### src/rtl/scan_pkg.sv
// Package: shared constants and helpers for the digit scanner.
// Assumes at least two digits, so that a skip target exists.
package scan_pkg;

    // Smallest digit count for which the skip mode has meaning.
    localparam int unsigned SCAN_MIN_DIGITS = 2;

    // Returns the digit index that a step from the last digit lands on.
    function automatic int unsigned scan_wrap_target(input logic skip);
        return skip ? 1 : 0;
    endfunction

endpackage

### src/rtl/scan_position.sv
// scan_position: holds the registered scan position and derives the
// effective position that drives the outputs this cycle. Scan reset
// and the skip mode override the register combinationally. The next
// state is built from the effective position, so an override also
// commits to the register at the next edge.
// Assumes NUM_DIGITS >= 2.
module scan_position
    import scan_pkg::*;
#(
    parameter int unsigned NUM_DIGITS = 5,
    localparam int unsigned IDX_W = $clog2(NUM_DIGITS)
) (
    input  logic             clk,
    input  logic             rst_n,
    input  logic             scan_step,
    input  logic             scan_rst,
    input  logic             skip_first,
    output logic [IDX_W-1:0] eff_idx
);

    localparam logic [IDX_W-1:0] LAST_IDX = IDX_W'(NUM_DIGITS - 1);
    localparam logic [IDX_W-1:0] ALT_IDX  = IDX_W'(scan_wrap_target(1'b1));
    localparam logic [IDX_W-1:0] HOME_IDX = IDX_W'(scan_wrap_target(1'b0));

    logic [IDX_W-1:0] pos_q;
    logic [IDX_W-1:0] pos_d;
    logic [IDX_W-1:0] wrap_idx;

    // Effective position: reset wins, then skip pushes off digit 0.
    always_comb begin
        if (scan_rst) begin
            eff_idx = LAST_IDX;
        end else if (skip_first && pos_q == HOME_IDX) begin
            eff_idx = ALT_IDX;
        end else if (pos_q > LAST_IDX) begin
            eff_idx = LAST_IDX;
        end else begin
            eff_idx = pos_q;
        end
    end

    // Wrap target after the last digit depends on the skip mode.
    always_comb begin
        wrap_idx = skip_first ? ALT_IDX : HOME_IDX;
    end

    // Next position: hold, or step with wrap; reset pins the last digit.
    always_comb begin
        if (scan_rst) begin
            pos_d = LAST_IDX;
        end else if (scan_step) begin
            pos_d = (eff_idx == LAST_IDX) ? wrap_idx : eff_idx + 1'b1;
        end else begin
            pos_d = eff_idx;
        end
    end

    // Position register with synchronous active-low reset.
    always_ff @(posedge clk) begin
        if (!rst_n) begin
            pos_q <= LAST_IDX;
        end else begin
            pos_q <= pos_d;
        end
    end

endmodule

### src/rtl/scan_digit_mux.sv
// scan_digit_mux: turns the effective position into a one-hot select
// vector and picks the matching digit field from the packed input.
// Purely combinational, so digit updates show in the same cycle.
// Assumes digit i sits at bits [i*DIGIT_W +: DIGIT_W].
module scan_digit_mux #(
    parameter int unsigned NUM_DIGITS = 5,
    parameter int unsigned DIGIT_W    = 4,
    localparam int unsigned IDX_W     = $clog2(NUM_DIGITS),
    localparam int unsigned BUS_W     = NUM_DIGITS * DIGIT_W
) (
    input  logic [IDX_W-1:0]      eff_idx,
    input  logic [BUS_W-1:0]      digits_in,
    output logic [NUM_DIGITS-1:0] sel_onehot,
    output logic [DIGIT_W-1:0]    digit_val
);

    // One decoder bit per digit position.
    for (genvar g = 0; g < NUM_DIGITS; g++) begin : g_dec
        assign sel_onehot[g] = (eff_idx == IDX_W'(g));
    end

    // Field select: AND-OR of each field with its decode bit.
    always_comb begin
        digit_val = '0;
        for (int i = 0; i < NUM_DIGITS; i++) begin
            digit_val = digit_val
                      | (digits_in[i*DIGIT_W +: DIGIT_W] & {DIGIT_W{sel_onehot[i]}});
        end
    end

endmodule

### src/rtl/scan_out_gate.sv
// scan_out_gate: models one float-capable output group as a data value
// plus an enable. When the float control is high, the enable drops and
// the data reads zero. Independent instances serve each group.
module scan_out_gate #(
    parameter int unsigned W = 4
) (
    input  logic         hiz,
    input  logic [W-1:0] data_in,
    output logic [W-1:0] data_out,
    output logic         oe
);

    // Enable is the inverse of the float control; data is masked by it.
    always_comb begin
        oe       = ~hiz;
        data_out = data_in & {W{~hiz}};
    end

endmodule

### src/rtl/digit_scanner.sv
// digit_scanner: top of the multiplexed digit scanner. It steps a
// position through the digits, shows the chosen digit on a shared bus
// with a one-hot select, and gates both groups through float controls.
// Assumes NUM_DIGITS >= 2 and that scan_step is a clock-enable strobe.
module digit_scanner
    import scan_pkg::*;
#(
    parameter int unsigned NUM_DIGITS = 5,
    parameter int unsigned DIGIT_W    = 4,
    localparam int unsigned IDX_W     = $clog2(NUM_DIGITS),
    localparam int unsigned BUS_W     = NUM_DIGITS * DIGIT_W
) (
    input  logic                  clk,
    input  logic                  rst_n,
    input  logic                  scan_step,
    input  logic                  scan_rst,
    input  logic                  skip_first,
    input  logic                  bcd_hiz,
    input  logic                  sel_hiz,
    input  logic [BUS_W-1:0]      digits_in,
    output logic [DIGIT_W-1:0]    bcd_out,
    output logic                  bcd_oe,
    output logic [NUM_DIGITS-1:0] sel_out,
    output logic                  sel_oe
);

    logic [IDX_W-1:0]      eff_idx;
    logic [NUM_DIGITS-1:0] sel_onehot;
    logic [DIGIT_W-1:0]    digit_val;

    scan_position #(
        .NUM_DIGITS (NUM_DIGITS)
    ) u_pos (
        .clk        (clk),
        .rst_n      (rst_n),
        .scan_step  (scan_step),
        .scan_rst   (scan_rst),
        .skip_first (skip_first),
        .eff_idx    (eff_idx)
    );

    scan_digit_mux #(
        .NUM_DIGITS (NUM_DIGITS),
        .DIGIT_W    (DIGIT_W)
    ) u_mux (
        .eff_idx    (eff_idx),
        .digits_in  (digits_in),
        .sel_onehot (sel_onehot),
        .digit_val  (digit_val)
    );

    scan_out_gate #(
        .W (DIGIT_W)
    ) u_bcd_gate (
        .hiz      (bcd_hiz),
        .data_in  (digit_val),
        .data_out (bcd_out),
        .oe       (bcd_oe)
    );

    scan_out_gate #(
        .W (NUM_DIGITS)
    ) u_sel_gate (
        .hiz      (sel_hiz),
        .data_in  (sel_onehot),
        .data_out (sel_out),
        .oe       (sel_oe)
    );

endmodule

### config.mk
export PLATFORM = sky130hd
export DESIGN_NAME = digit_scanner
export DESIGN_NICKNAME = d
export VERILOG_FILES = /design/src/rtl/scan_pkg.sv /design/src/rtl/scan_position.sv /design/src/rtl/scan_digit_mux.sv /design/src/rtl/scan_out_gate.sv /design/src/rtl/digit_scanner.sv
export SDC_FILE = /design/constraint.sdc
export NUM_CORES = 1
export LEC_CHECK = 0
export ABC_AREA = 1
export BUFFER_PORTS_ARGS = -buffer_cell sky130_fd_sc_hd__buf_2
export CORE_MARGIN = 1.5
export CORE_UTILIZATION = 33
export DETAILED_ROUTE_END_ITERATION = 10
export PLACE_DENSITY = 0.75
export SLEW_MARGIN = 20
export SYNTH_ARGS = -nofsm -noshare
export SYNTH_HDL_FRONTEND = slang
export SYNTH_SLANG_ARGS = --single-unit
### constraint.sdc
create_clock -name clk -period 1.55 [get_ports clk]
set_clock_uncertainty 0.1 [all_clocks]
set_input_delay 0.2325 -clock clk [delete_from_list [all_inputs] [get_ports clk]]
set_output_delay 0.2325 -clock clk [all_outputs]
set_load 0.1 [all_outputs]
[Word level (Yosys, flattened, before mapping)]
Cells that the tools add are included.
Operators by class
  shift operators: 0
  eq/ne operators: 4
  divide/modulo/power cells: 0
  bitwise logic cells: 14
  mux-type cells: 6
  $mul: 0
  magnitude comparators: 1
  add/subtract/negate cells: 1
  reductions and logical operators: 4
Operators by type and width (number)
  4-bit bitwise AND: 6
  4-bit bitwise OR: 4
  3-bit 2-to-1 mux: 5
  3-bit by 2-bit equality test with 1-bit output, second input constant: 2
  3-bit logical NOT: 2
  5-bit bitwise AND: 1
  3-bit by 1-bit adder with 3-bit output, second input constant: 1
  3-bit by 1-bit equality test with 1-bit output, second input constant: 1
  3-bit equality test, second input constant: 1
  3-bit greater-than comparator, second input constant: 1
  1-bit inverter: 3
  2-bit OR reduction: 1
  1-bit logical AND: 1
  1-bit 2-to-1 mux: 1
Word-level totals
  bits in latches: 0
  bits in writable memories: 0
  logic and storage cells: 31
  memories kept: 0
  memory bits (read-only): 0
  flip-flop bits (word level): 3
  output and inout bits: 11

[Logic depth before layout (Yosys ltp)]
  depth after elaboration: 11
  gate-level depth with buffers: 11
  depth with buffers taken out: 11

[Cells and area by module]
From an unflattened synthesis, not the netlist that was laid out.
Second synthesis, totals
  cell total of the unflattened synthesis: 111
  area, all modules: 618.1 sq um
By module, submodules not included
  scan_digit_mux: instances 1, cells an instance 58, seq. area each 0.0 sq um, area each 334.1 sq um
  scan_position: instances 1, cells an instance 33, seq. area each 60.1 sq um, area each 209.0 sq um
  scan_out_gate (u_sel_gate): instances 1, cells an instance 11, seq. area each 0.0 sq um, area each 41.3 sq um
  scan_out_gate (u_bcd_gate): instances 1, cells an instance 9, seq. area each 0.0 sq um, area each 33.8 sq um

[Worst setup path before layout]
OpenSTA, ideal clock, no wires.
  kind: flip-flop to output port
  from: register u_pos.pos_q[2]
  to: output bcd_out[0]
  data arrival time: 2.561 ns
  data required time: 1.217 ns
  buffers on the path: 1
  stages on the path, launching flop included: 11
  slack: -1.343 ns
  cell sequence: dfxtp_1 nor2_4 buf_6 nand2_1 inv_1 ha_1 ha_1 nand2_1 nand2_1 nor2_1 nor2_1
Between the ends
  longest elaborated chain between the ends: 11
  elaborated cells on any way between the ends: 21
RTL lines
  from (decl): line scan_position.sv:25  | logic [IDX_W-1:0] pos_q;
  from (signal assigned): line scan_position.sv:63  | pos_q <= pos_d;
  3-bit greater-than comparator / 3-bit logical NOT (equally long branches): line scan_position.sv:35, scan_position.sv:33
  3-bit 2-to-1 mux / 1-bit logical AND (equally long branches): line scan_position.sv:35, scan_position.sv:33
  3-bit 2-to-1 mux *: line scan_position.sv:33  | end else if (skip_first && pos_q == HOME_IDX) begin
  3-bit 2-to-1 mux *: line scan_position.sv:31  | if (scan_rst) begin
  3-bit by 1-bit equality test with 1-bit output / 3-bit logical NOT (equally long branches): line scan_digit_mux.sv:19  | assign sel_onehot[g] = (eff_idx == IDX_W'(g));
  4-bit bitwise AND: line scan_digit_mux.sv:27  | | (digits_in[i*DIGIT_W +: DIGIT_W] & {DIGIT_W{sel_onehot[i]}});
  4-bit bitwise OR (3 in series): line scan_digit_mux.sv:27
  4-bit bitwise OR *: line scan_digit_mux.sv:27
  4-bit bitwise AND *: line scan_out_gate.sv:16  | data_out = data_in & {W{~hiz}};
  to (decl): line digit_scanner.sv:21  | output logic [DIGIT_W-1:0] bcd_out,
Mark *: on every way between the ends. The rest lies on a longest branch, timed or not.

[Final worst setup path]
Same ends and word-level chain as after synthesis.

==> flow_metrics.py <==
metrics = {
    "clock_network": {
        "root_buffer": "clkbuf_4",
        "cts.clk_slew.worst_paths_ns": 0.03,
        "cts_made_buffers": 3,
        "htreeDepth": 1,
        "clkSinkCount": 3,
        "cts_buffer_depth": 2,
        "cts_tree": "yes",
        "clock_latency_ns": 0.23,
    },
    "pwr": {
        "finalPower_uw": 509,
        "p_comb_share_pct": 57.6,
        "clkPwrFrac_pct": 26.0,
        "power_per_cell_area_mw_per_mm2": 438,
        "ir_worst_vdd_mv": 0.401,
        "sw_frac_of_total_pct": 43.6,
        "p_seq_share_pct": 16.4,
        "cellLeakagePower_nw": 0.564,
        "p_switching_uw": 222,
        "p_int_uw": 287,
    },
    "synth": {
        "ys_ff_latch": 3,
        "synth_area_leaders": "nand3_1, nand2_1, ha_1, dfxtp_1, nor2_1",
        "syn_inst": 82,
        "syn-num-nets": 114,
        "avgSynthCellArea_um2": 5.55,
        "synth_top_area_share_pct": 20.9,
        "yosys_warnings": 0,
        "synth.yosys.seq_area_share_pct": 13.2,
        "yosysTopAreaCell": "nand3_1",
        "yosys.cell_types.count": 13,
        "synthesis.area_um2": 455,
    },
    "setup_path": {
        "critPathSlowestCell": "dfxtp_2",
        "path_class": "reg2out",
        "slowest_delay_ns": 0.32,
        "end_kind": "primary output",
        "setup.worst_path.start_class": "register",
        "required_ns": 1.22,
        "worst-path-max-fanout": 10,
        "cp_common_cell": "nor2_4",
        "crit_path_cell_trace": "nor2_4, buf_4, buf_6, ha_4, nand2_2, nand2_2, nor2_4, nor2_4, buf_12",
        "crit_arrival_ns": 1.71,
    },
    "timing": {
        "hold_slack_ns": 0.119,
        "worst_slack_ns": -0.497,
        "max-slew-margin-rel_pct": 68.1,
        "tightestPinTransition_ns": 0.482,
        "fmax_mhz": 489,
        "min_period_ns": 2.05,
        "report.final.setup_viol": 10,
        "rsz0062_at_grt": "true",
        "fin_crit_sh_pct": 132,
        "timing_hold_violations_final": 0,
        "slew_viol_final": 0,
        "setup_tns_ns": -3.43,
    },
    "placement": {
        "post-dp-hpwl_um": 1320,
        "dp.cells": 138,
        "place_ws_ns": -0.382,
        "place.gp.congestion": 0.655,
        "portBuffers": 37,
    },
    "die": {
        "start_util_pct": 35.0,
        "io-pin-count": 38,
        "placeableCoreArea_mm2": 0.00130,
        "rows": 13,
        "dieArea_mm2": 0.00161,
        "die_x_um": 40.2,
        "die_h_um": 40.2,
    },
    "global_routing": {
        "grt_use_total_pct": 21.8,
        "grt_pass1_vias": 627,
        "grt_first_pass_wirelength_um": 2390,
        "grt_antenna_before_repair": 0,
        "grt-ovfl-total": 0,
        "grt_max_degree": 11,
    },
    "run_status": {
        "status": "finished with violations",
        "violations": "negative setup slack",
    },
    "routing": {
        "finalWirelength_um": 2240,
        "vias_per_cell": 5.32,
        "drtAntennaViolNets": 0,
        "vias": 776,
        "firstDrtPassIters": 4,
        "wl_per_cell_um": 15.3,
        "drtIter0Drc": 22,
        "drc": 0,
    },
    "cells_and_area": {
        "regMostFlops": "u_pos.pos_q",
        "diodes": 0,
        "fin_nets": 164,
        "layout-drive-gt1-share_pct": 71.8,
        "largest_reg_flops": 3,
        "area_growth_pct": 155,
        "final_cells": 146,
        "largestRegisters": "u_pos.pos_q (3)",
    },
    "job": {
        "cap_violations": 0,
    },
    "hold_path": {
        "hp-class": "in2reg",
    },
}
-- per-layer routing --
layer | track usage (%) | up-vias | routed length [um]
met4 | 12.1 | 0 | 78
met1 | 21.0 | 356 | 795
met5 | 0 | - | 0
li1 | - | 362 | -
met2 | 43.5 | 46 | 1210
met3 | 2.22 | 12 | 150
-- critical path: cells and delay by family (launching register included) --
family,cells,cell delay (ns)
fa+ha+maj,1,0.19
buf+inv,3,0.50
flops,1,0.32
simple gates,5,0.46
-- cell families after synthesis --
group	count (synthesis)	synth area share (%)
simple gates	56	54.4
compound gates	5	6.04
fa+ha+maj	5	13.7
buf+inv	13	12.6
flops	3	13.2
-- area by class of cell --
cell class                 count  area (um^2)
clock buffer                   4         26.3
multi-input combinational     66          578
inverter                      11         46.3
sequential                     3         62.6
fill                          67          140
tap                           15         18.8
timing repair buffer          47          429
-- cells in the final DEF, fill, tap and decap left out, types with 2 or more instances in the layout --
master	instances
buf_2	27
nand3_1	18
nor2_4	14
nand2_2	12
buf_12	10
inv_1	8
ha_4	5
buf_6	5
buf_4	5
nand2_4	4
nand2_1	4
clkbuf_4	3
inv_4	2
nand3_2	2
nor2_1	2
dfxtp_2	2
-- timing repair --
action                     4_1_cts  5_1_grt
setup endpoints to repair       11       11
gates resized for setup         24       22
setup buffers                    1        3
pin swaps                       13       17
hold buffers                     0        0
-- power groups by stage --
stage	registers (mW)	clock network (mW)	logic, mW
after floorplan	0.0843	0	0.144
after global placement	0.0841	0	0.247
after detailed placement	0.0842	0	0.251
after CTS	0.0832	0.140	0.266
after global routing	0.0835	0.142	0.306
final	0.0834	0.132	0.293
-- synth_stat cells --
master,count
o21ai_0,2
inv_1,11
nor2_1,15
buf_6,1
nand3_2,1
ha_1,5
o211ai_1,1
buf_2,1
a21oi_1,2
nor2_4,1
nand3_1,19
dfxtp_1,3
nand2_1,20
-- per-stage QoR --
step | instance area, um^2 | utilization, %
after global placement | 947 | 72.8
after floorplan | 567 | -
after CTS | 1060 | 81.6
final | 1160 | 89.2
after global routing | 1160 | 89.2
after detailed placement | 947 | 72.8
-- final timing paths --
kind         slack (ns)            from        endpoint  depth (start not counted)
max reg2reg       -0.06  u_pos.pos_q[1]  u_pos.pos_q[0]                         11
max               -0.50  u_pos.pos_q[2]      bcd_out[0]                          9
min                0.12       scan_step  u_pos.pos_q[0]                          2
min reg2reg        0.44  u_pos.pos_q[2]  u_pos.pos_q[2]                          2
Note: power is estimated with default switching activity, not from simulation.
